## src/rtl/ebm_pkg.sv

```systemverilog
package ebm_pkg;
   localparam int DESC_BYTES = 6;
   // descriptor byte positions
   localparam int B_CTL     = 0;
   localparam int B_BASE_LO = 1;
   localparam int B_BASE_HI = 2;
   localparam int B_SIZE    = 3;
   localparam int B_CNT0    = 4;
   // control byte bits
   localparam int C_EN    = 7;
   localparam int C_DBL   = 6;
   localparam int C_OVF   = 5;
   localparam int C_HALF  = 4;
   localparam int C_FULL0 = 2;

   typedef enum logic [1:0] {XS_IDLE, XS_OUT, XS_IN} xstate_e;
endpackage

```

## src/rtl/ebm_desc_file.sv

```systemverilog
module ebm_desc_file
   import ebm_pkg::*;
#(
   parameter int NDESC = 15,
   parameter int IW    = 4,
   parameter int AW    = 11
) (
   input  logic          clk,
   input  logic          rst_n,
   input  logic          cpu_we,
   input  logic [IW-1:0] cpu_idx,
   input  logic [2:0]    cpu_byte,
   input  logic [7:0]    cpu_wdata,
   output logic [7:0]    cpu_rdata,
   input  logic [IW-1:0] lk_idx,
   output logic [7:0]    lk_ctl,
   output logic [AW-1:0] lk_base,
   output logic [7:0]    lk_size,
   output logic [7:0]    lk_cnt0,
   output logic [7:0]    lk_cnt1,
   output logic [6:0]    dev_addr,
   input  logic          wb_en,
   input  logic [IW-1:0] wb_idx,
   input  logic [7:0]    wb_ctl,
   input  logic          wb_cnt_we,
   input  logic          wb_cnt_half,
   input  logic [7:0]    wb_cnt
);
   localparam int SLOTS = 2**IW;

   logic [7:0] mem [SLOTS][DESC_BYTES];

   always_ff @(posedge clk or negedge rst_n) begin
      if (!rst_n) begin
         for (int s = 0; s < SLOTS; s++)
            for (int b = 0; b < DESC_BYTES; b++)
               mem[s][b] <= '0;
      end else begin
         if (cpu_we && (cpu_byte < 3'(DESC_BYTES)))
            mem[cpu_idx][cpu_byte] <= cpu_wdata;
         if (wb_en) begin
            mem[wb_idx][B_CTL] <= wb_ctl;
            if (wb_cnt_we)
               mem[wb_idx][B_CNT0 + int'(wb_cnt_half)] <= wb_cnt;
         end
      end
   end

   assign cpu_rdata = (cpu_byte < 3'(DESC_BYTES)) ? mem[cpu_idx][cpu_byte] : 8'h00;
   assign lk_ctl    = mem[lk_idx][B_CTL];
   assign lk_base   = {mem[lk_idx][B_BASE_HI][AW-9:0], mem[lk_idx][B_BASE_LO]};
   assign lk_size   = mem[lk_idx][B_SIZE];
   assign lk_cnt0   = mem[lk_idx][B_CNT0];
   assign lk_cnt1   = mem[lk_idx][B_CNT0+1];
   assign dev_addr  = mem[NDESC][B_CTL][6:0];


   cpu_wr_rd_chk: assert property (@(posedge clk) disable iff (!rst_n)
      (cpu_we && !wb_en && cpu_byte < 3'(DESC_BYTES)) ##1
      (cpu_idx == $past(cpu_idx) && cpu_byte == $past(cpu_byte))
      |-> cpu_rdata == $past(cpu_wdata));
endmodule

```

## src/rtl/ebm_tok_decode.sv

```systemverilog
module ebm_tok_decode #(
   parameter int NUM_EP = 8,
   parameter int IW     = 4
) (
   input  logic [6:0]    tok_addr,
   input  logic [3:0]    tok_ep,
   input  logic          tok_in,
   input  logic [6:0]    dev_addr,
   output logic          hit,
   output logic [IW-1:0] idx
);
   logic [4:0] out_slot;

   assign out_slot = {1'b0, tok_ep} + 5'(NUM_EP - 1);
   assign hit = (tok_addr == dev_addr) && ({1'b0, tok_ep} < 5'(NUM_EP));

   always_comb begin
      if (tok_ep == 4'd0)  idx = '0;
      else if (tok_in)     idx = IW'(tok_ep);
      else                 idx = IW'(out_slot);
   end
endmodule

```

## src/rtl/ebm_xfer.sv

```systemverilog
module ebm_xfer
   import ebm_pkg::*;
#(
   parameter int IW     = 4,
   parameter int AW     = 11,
   parameter bit DBL_EN = 1'b1
) (
   input  logic          clk,
   input  logic          rst_n,
   input  logic          tok_valid,
   input  logic          tok_hit,
   input  logic          tok_in,
   input  logic [IW-1:0] tok_idx,
   output logic [IW-1:0] lk_idx,
   input  logic [7:0]    lk_ctl,
   input  logic [AW-1:0] lk_base,
   input  logic [7:0]    lk_size,
   input  logic [7:0]    lk_cnt0,
   input  logic [7:0]    lk_cnt1,
   output logic          resp_ack,
   output logic          resp_nak,
   input  logic          rx_valid,
   input  logic [7:0]    rx_data,
   input  logic          rx_end,
   input  logic          tx_req,
   output logic [7:0]    tx_len,
   output logic          tx_valid,
   output logic [7:0]    tx_data,
   output logic          tx_last,
   output logic          ram_we,
   output logic          ram_re,
   output logic [AW-1:0] ram_addr,
   output logic [7:0]    ram_wdata,
   input  logic [7:0]    ram_rdata,
   output logic          wb_en,
   output logic [IW-1:0] wb_idx,
   output logic [7:0]    wb_ctl,
   output logic          wb_cnt_we,
   output logic          wb_cnt_half,
   output logic [7:0]    wb_cnt
);
   xstate_e       state;
   logic [IW-1:0] cur_idx;
   logic          cur_half;
   logic [AW-1:0] cur_base;
   logic [7:0]    cur_size, cur_cnt, ptr;
   logic          ovf_r;

   logic dbl_sel, half_now, full_now, start, acc, nak, zlp;
   logic out_wr, in_rd, in_last, out_done;
   logic [7:0] cnt_now;

   generate
      if (DBL_EN) begin : g_dbl
         assign dbl_sel = lk_ctl[C_DBL];
      end else begin : g_sgl
         assign dbl_sel = 1'b0;
      end
   endgenerate

   assign lk_idx   = (state == XS_IDLE) ? tok_idx : cur_idx;
   assign half_now = dbl_sel & lk_ctl[C_HALF];
   assign full_now = lk_ctl[C_FULL0 + int'(half_now)];
   assign cnt_now  = half_now ? lk_cnt1 : lk_cnt0;

   assign start = (state == XS_IDLE) && tok_valid && tok_hit;
   assign acc   = start && lk_ctl[C_EN] && (tok_in ? full_now : !full_now);
   assign nak   = start && !acc;
   assign zlp   = acc && tok_in && (cnt_now == 8'd0);

   assign out_wr   = (state == XS_OUT) && rx_valid && (ptr < cur_size);
   assign out_done = (state == XS_OUT) && rx_end;
   assign in_rd    = (state == XS_IN) && tx_req;
   assign in_last  = in_rd && ((ptr + 8'd1) == cur_cnt);

   // descriptor write-back on completion
   assign wb_en       = zlp | out_done | in_last;
   assign wb_idx      = lk_idx;
   assign wb_cnt_half = zlp ? half_now : cur_half;
   assign wb_cnt_we   = out_done;
   assign wb_cnt      = ptr;

   always_comb begin
      wb_ctl = lk_ctl;
      if (out_done) begin
         wb_ctl[C_FULL0 + int'(wb_cnt_half)] = 1'b1;
         if (ovf_r) wb_ctl[C_OVF] = 1'b1;
      end else begin
         wb_ctl[C_FULL0 + int'(wb_cnt_half)] = 1'b0;
      end
      if (dbl_sel) wb_ctl[C_HALF] = ~wb_cnt_half;
   end

   assign ram_addr  = cur_base
                    + (cur_half ? {{(AW-8){1'b0}}, cur_size} : {AW{1'b0}})
                    + {{(AW-8){1'b0}}, ptr};
   assign ram_we    = out_wr;
   assign ram_wdata = rx_data;
   assign ram_re    = in_rd;
   assign tx_data   = ram_rdata;

   always_ff @(posedge clk or negedge rst_n) begin
      if (!rst_n) begin
         state    <= XS_IDLE;
         cur_idx  <= '0;
         cur_half <= 1'b0;
         cur_base <= '0;
         cur_size <= '0;
         cur_cnt  <= '0;
         ptr      <= '0;
         ovf_r    <= 1'b0;
         resp_ack <= 1'b0;
         resp_nak <= 1'b0;
         tx_len   <= '0;
         tx_valid <= 1'b0;
         tx_last  <= 1'b0;
      end else begin
         resp_ack <= acc;
         resp_nak <= nak;
         tx_valid <= in_rd;
         tx_last  <= in_last;
         if (acc && tok_in) tx_len <= cnt_now;
         unique case (state)
            XS_IDLE: begin
               if (acc && !zlp) begin
                  state    <= tok_in ? XS_IN : XS_OUT;
                  cur_idx  <= tok_idx;
                  cur_half <= half_now;
                  cur_base <= lk_base;
                  cur_size <= lk_size;
                  cur_cnt  <= cnt_now;
                  ptr      <= '0;
                  ovf_r    <= 1'b0;
               end
            end
            XS_OUT: begin
               if (out_wr) ptr <= ptr + 8'd1;
               if (rx_valid && !out_wr) ovf_r <= 1'b1;
               if (rx_end) state <= XS_IDLE;
            end
            XS_IN: begin
               if (in_rd) ptr <= ptr + 8'd1;
               if (in_last) state <= XS_IDLE;
            end
            default: state <= XS_IDLE;
         endcase
      end
   end


   resp_excl_chk: assert property (@(posedge clk) disable iff (!rst_n)
      $onehot0({resp_ack, resp_nak}));

   resp_after_tok_chk: assert property (@(posedge clk) disable iff (!rst_n)
      (resp_ack || resp_nak) |-> $past(tok_valid));

   tx_follows_req_chk: assert property (@(posedge clk) disable iff (!rst_n)
      tx_valid |-> $past(tx_req));

   ram_excl_chk: assert property (@(posedge clk) disable iff (!rst_n)
      !(ram_we && ram_re));

   no_write_idle_chk: assert property (@(posedge clk) disable iff (!rst_n)
      ram_we |-> !$past(resp_nak));
endmodule

```

## src/rtl/usb_ep_bufmgr.sv

```systemverilog
module usb_ep_bufmgr #(
   parameter int NUM_EP    = 8,
   parameter int AW        = 11,
   parameter int BUF_BYTES = 1832,
   parameter bit DBL_EN    = 1'b1,
   localparam int NDESC    = 2*NUM_EP - 1,
   localparam int IW       = $clog2(NDESC + 1)
) (
   input  logic          clk,
   input  logic          rst_n,
   input  logic          cfg_we,
   input  logic [IW-1:0] cfg_idx,
   input  logic [2:0]    cfg_byte,
   input  logic [7:0]    cfg_wdata,
   output logic [7:0]    cfg_rdata,
   input  logic          tok_valid,
   input  logic [6:0]    tok_addr,
   input  logic [3:0]    tok_ep,
   input  logic          tok_in,
   output logic          resp_ack,
   output logic          resp_nak,
   input  logic          rx_valid,
   input  logic [7:0]    rx_data,
   input  logic          rx_end,
   input  logic          tx_req,
   output logic [7:0]    tx_len,
   output logic          tx_valid,
   output logic [7:0]    tx_data,
   output logic          tx_last,
   output logic          ram_we,
   output logic          ram_re,
   output logic [AW-1:0] ram_addr,
   output logic [7:0]    ram_wdata,
   input  logic [7:0]    ram_rdata
);
   generate
      if (NUM_EP < 2 || NUM_EP > 16) begin : g_bad_ep
         $error("NUM_EP must lie in 2..16");
      end
      if (AW < 9 || AW > 16) begin : g_bad_aw
         $error("AW must lie in 9..16");
      end
      if ((1 << AW) < BUF_BYTES) begin : g_bad_buf
         $error("AW too narrow for BUF_BYTES");
      end
   endgenerate

   logic [IW-1:0] tok_idx, lk_idx, wb_idx;
   logic          tok_hit, wb_en, wb_cnt_we, wb_cnt_half;
   logic [7:0]    lk_ctl, lk_size, lk_cnt0, lk_cnt1, wb_ctl, wb_cnt;
   logic [AW-1:0] lk_base;
   logic [6:0]    dev_addr;

   ebm_desc_file #(.NDESC(NDESC), .IW(IW), .AW(AW)) i_desc (
      .clk(clk), .rst_n(rst_n),
      .cpu_we(cfg_we), .cpu_idx(cfg_idx), .cpu_byte(cfg_byte),
      .cpu_wdata(cfg_wdata), .cpu_rdata(cfg_rdata),
      .lk_idx(lk_idx), .lk_ctl(lk_ctl), .lk_base(lk_base), .lk_size(lk_size),
      .lk_cnt0(lk_cnt0), .lk_cnt1(lk_cnt1), .dev_addr(dev_addr),
      .wb_en(wb_en), .wb_idx(wb_idx), .wb_ctl(wb_ctl), .wb_cnt_we(wb_cnt_we),
      .wb_cnt_half(wb_cnt_half), .wb_cnt(wb_cnt)
   );

   ebm_tok_decode #(.NUM_EP(NUM_EP), .IW(IW)) i_dec (
      .tok_addr(tok_addr), .tok_ep(tok_ep), .tok_in(tok_in),
      .dev_addr(dev_addr), .hit(tok_hit), .idx(tok_idx)
   );

   ebm_xfer #(.IW(IW), .AW(AW), .DBL_EN(DBL_EN)) i_xfer (
      .clk(clk), .rst_n(rst_n),
      .tok_valid(tok_valid), .tok_hit(tok_hit), .tok_in(tok_in), .tok_idx(tok_idx),
      .lk_idx(lk_idx), .lk_ctl(lk_ctl), .lk_base(lk_base), .lk_size(lk_size),
      .lk_cnt0(lk_cnt0), .lk_cnt1(lk_cnt1),
      .resp_ack(resp_ack), .resp_nak(resp_nak),
      .rx_valid(rx_valid), .rx_data(rx_data), .rx_end(rx_end),
      .tx_req(tx_req), .tx_len(tx_len), .tx_valid(tx_valid), .tx_data(tx_data),
      .tx_last(tx_last),
      .ram_we(ram_we), .ram_re(ram_re), .ram_addr(ram_addr),
      .ram_wdata(ram_wdata), .ram_rdata(ram_rdata),
      .wb_en(wb_en), .wb_idx(wb_idx), .wb_ctl(wb_ctl), .wb_cnt_we(wb_cnt_we),
      .wb_cnt_half(wb_cnt_half), .wb_cnt(wb_cnt)
   );


   addr_match_chk: assert property (@(posedge clk) disable iff (!rst_n)
      (resp_ack || resp_nak) |-> ($past(tok_addr) == $past(dev_addr)));
endmodule

```

## config.mk

```make
export PLATFORM = sky130hd
export DESIGN_NAME = usb_ep_bufmgr
export DESIGN_NICKNAME = d
export VERILOG_FILES = /design/src/rtl/ebm_pkg.sv /design/src/rtl/ebm_desc_file.sv /design/src/rtl/ebm_tok_decode.sv /design/src/rtl/ebm_xfer.sv /design/src/rtl/usb_ep_bufmgr.sv
export SDC_FILE = /design/constraint.sdc
export NUM_CORES = 2
export LEC_CHECK = 0
export BUFFER_PORTS_ARGS = -buffer_cell sky130_fd_sc_hd__buf_2
export CORE_MARGIN = 2
export CORE_UTILIZATION = 25
export DETAILED_ROUTE_END_ITERATION = 8
export SLEW_MARGIN = 20
export SYNTH_ARGS = -nofsm -noshare
export SYNTH_HDL_FRONTEND = slang
export SYNTH_HIERARCHICAL = 1
export SYNTH_SLANG_ARGS = --single-unit
```

## constraint.sdc

```tcl
create_clock -name clk -period 5.75 [get_ports clk]
set_input_delay 0.575 -clock clk [delete_from_list [all_inputs] [get_ports clk]]
set_output_delay 0.575 -clock clk [all_outputs]
set_load 0.03 [all_outputs]
```

==> results.md <==
- TritonRoute pass-1 iters: 6
- Pre-CTS setup slack: 0.157 ns
- CTS sink cnt: 823
- Area contributors post-synth: dfrtp_1, mux4_2, mux2_2
- Data required time of the worst path: 6.37 ns
- DR vias/cell: 5.34
- Global-route wire length before repair: 249000 microns
- RSZ-0062 raised after global routing: false
- Critical path cell sequence: inv_1 -> ha_1 -> buf_4 -> mux2_8 -> buf_12 -> mux4_2 -> mux4_2 -> a21boi_1 -> o2111ai_2 -> a21oi_1 -> buf_4 -> or3_1 -> and3_1 -> nand3b_1 -> nor2_1 -> buf_4 -> nand2_1 -> o21ai_0
- Crit-path leading delay family: multiplexers
- Static leakage: 24.6 nW
- Yosys cell types: 71
- IO Count: 99
- Worst-Skew Late Latency: 0.72 ns
- Minimum clock period: 5.30 ns
- Die height: 441 microns
- CTS tree: built
- Fin crit share: 92.2%
- Peak supply drop: 241 uV
- Hold Path Class: input pin to register
- Hold path depth: 2
- Critical Path Stages: 18
- Worst slew pin tran: 1.34 ns
- # DRC: 0
- Post-route cell area: 0.0542 sq mm
- Clock skew: 0.0300 ns
- Antenna violations before repair: 7
- Finished Layout Cells: 6495
- Dpl cells: 6331
- Synth top area share: 43.2%
- Clock tree buffer depth: 3
- Synth Cell Area: 0.0477 sq mm
- Syn nets: 4016
- WL/cell: 26.0 microns
- Crit-path slowest cell: mux4_2
- GR Overflow Total: 0
- RD Place Congestion: 0.966
- Initial DRC count: 4114
- Crit path launch type: register
- DIE AREA: 0.194 sq mm
- Total CTS buffers: 88
- Mapped Avg Cell Area: 12.1 sq um
- Post-synth top flop: dfrtp_1
- Final worst slack: 0.446 ns
- DR vias: 34700
- PD cells: 331 mW/mm^2
- Core ar.: 0.190 sq mm
- Most used cell, CP: buf_4
- Total wire length: 169000 microns
- R2r worst-path depth: 18
- Vias in the first global route: 34200
- FF+latch count, synth: 823
- Setup violators final: 0
- IO Port Bufs: 66
- ANT nets after route: 0
- Most common cell after layout, fill and taps aside: dfrtp_1
- Max Cap Viol: 0
- Final hold violations: 0
- Max_slew headroom: 10.6%
- Worst Path Arrival: 5.93 ns
- Initial core utilization: 25.1%
- Crit Path Max Fanout: 31
- Post-CTS Setup Inserts: 0
- Synth async-reset ratio: 100%
- Clk Tree Root Cell: clkbuf_16
- EDFF count, synth: 0
- CP Buf/Inv Count: 5
- Area after DPL: 0.0513 sq mm
- Commonest non-fill, non-tap cells in the layout: dfrtp_1, mux2i_1, mux2_2
- Clk pin slew, worst setup/hold paths: 0.06 ns
- Worst Setup End Kind: register
- Share of cells above drive strength 1: 30.5%
- Max Clk Rate: 189 MHz
- Setup TNS: 0 ns
- Net count, final: 3991
- FP Rows: 160
- Cell taking the most area after synthesis: dfrtp_1
- Syn. warnings: 6
- Post-cts gate resize count: 0
- Largest net degree at the start of global routing: 171
- H-Tree Depth: 3
- HPWL after DPL: 117000 microns
- Outcome: finished clean
- Final Slew Violations: 0
- Sequential element share of the synthesized area: 43.2%
- Synthesis-to-finish area growth: 13.7%
- Die width: 441 microns
- CP Class: register to register
- CP max stage delay: 0.58 ns
- Total Routing Usage GR: 17.3%
- Synth Instances: 3936
==> layer usage <==
layer	global-route usage (%)	up-vias	share of wire, %
met2	26.6	1764	45
met3	4.26	436	9.5
met1	22.3	18000	39
met4	9.07	8	6.0
met5	0.323	-	0.077
li1	-	14500	-
==> Yosys cell counts (4+ instances only) <==
| cell | n |
|---|---|
| nor3b_1 | 5 |
| buf_2 | 35 |
| nand2_1 | 384 |
| inv_1 | 35 |
| xnor2_1 | 17 |
| o31ai_1 | 5 |
| mux4_2 | 381 |
| a211oi_1 | 12 |
| buf_4 | 46 |
| nor3_1 | 35 |
| mux2_2 | 422 |
| a32oi_1 | 4 |
| nor2b_1 | 17 |
| nor2_1 | 244 |
| a22oi_1 | 29 |
| a221oi_1 | 6 |
| and2_1 | 23 |
| ha_1 | 21 |
| a31oi_1 | 4 |
| nand3_1 | 36 |
| o21ai_1 | 9 |
| and2_0 | 6 |
| o22ai_1 | 15 |
| nor4b_1 | 4 |
| nand2b_1 | 15 |
| nor4_1 | 8 |
| o221ai_1 | 7 |
| buf_1 | 62 |
| o21ai_0 | 257 |
| nand3b_1 | 6 |
| fa_1 | 9 |
| xor2_1 | 9 |
| nor2_2 | 15 |
| and3_1 | 12 |
| a2111oi_0 | 4 |
| mux2i_1 | 452 |
| clkbuf_1 | 205 |
| dfrtp_1 | 823 |
| a21oi_1 | 203 |
==> worst reg2reg max path, delay by kind of cell, from the launching register on <==
| kind | cells | cell delay [ns] |
|---|---|---|
| buf+inv | 5 | 1.02 |
| mux | 3 | 1.42 |
| flops | 1 | 0.40 |
| fa+ha+maj | 1 | 0.41 |
| compound gates | 4 | 0.89 |
| simple gates | 5 | 1.07 |
==> cell families (layout without fill, tap and decap cells) <==
family          count (synthesis)  after routing  share of synthesized area (%)
xor+xnor                       26             26                          0.478
other cells                     0              5                              0
fa+ha+maj                      30             30                          0.929
mux                          1255           1255                           37.5
flops                         823            823                           43.2
compound gates                587            587                           6.92
buf+inv                       385            428                           3.50
simple gates                  830            830                           7.52
==> stage by stage <==
stage               power (mW)  util [%]  hold slack (ns)
floorplan                 10.4         -            0.279
global placement          12.1      27.0            0.458
detailed placement        12.2      27.0            0.467
CTS                       18.0      28.5            0.177
global route              18.6      28.5            0.211
finish                    17.9      28.5            0.183
==> layout make-up <==
class	instances	area (sq um)
antenna	5	12.5
sequential	823	20600
fill	19400	136000
timing repair buffer	234	1930
tap	2511	3140
clock buffer	129	2590
multi-input combinational	2728	25500
inverter	36	135
clock inverter	29	280
==> power by group <==
part           internal, mW  switching [mW]  total (mW)  leakage (nW)
Combinational          2.14            2.87        5.00          12.0
Clock                  3.26            2.52        5.78          1.42
Sequential             6.54           0.600        7.14          11.2
Total                  11.9            5.99        17.9          24.6
==> repair_timing <==
action,in CTS,in global routing
endpoints found under the hold margin,38,0
setup endpoints to repair,0,0
hold buffers,1,0
==> path summary, 6_finish.rpt <==
kind | start | to | slack [ns]
worst max-delay path | i_xfer/state[0] | i_desc/mem[99] | 0.45
worst min-delay path | tx_req | i_xfer/tx_valid | 0.18
worst max register to register | i_xfer/state[0] | i_desc/mem[99] | 0.45
worst min register to register | i_xfer/tx_len[2] | i_xfer/tx_len[2] | 0.47
max in group asynchronous | rst_n | i_desc/mem[425] | 3.69
min in group asynchronous | rst_n | asynchronous set/reset pin | 0.55
(Power assumes the default switching activity.)
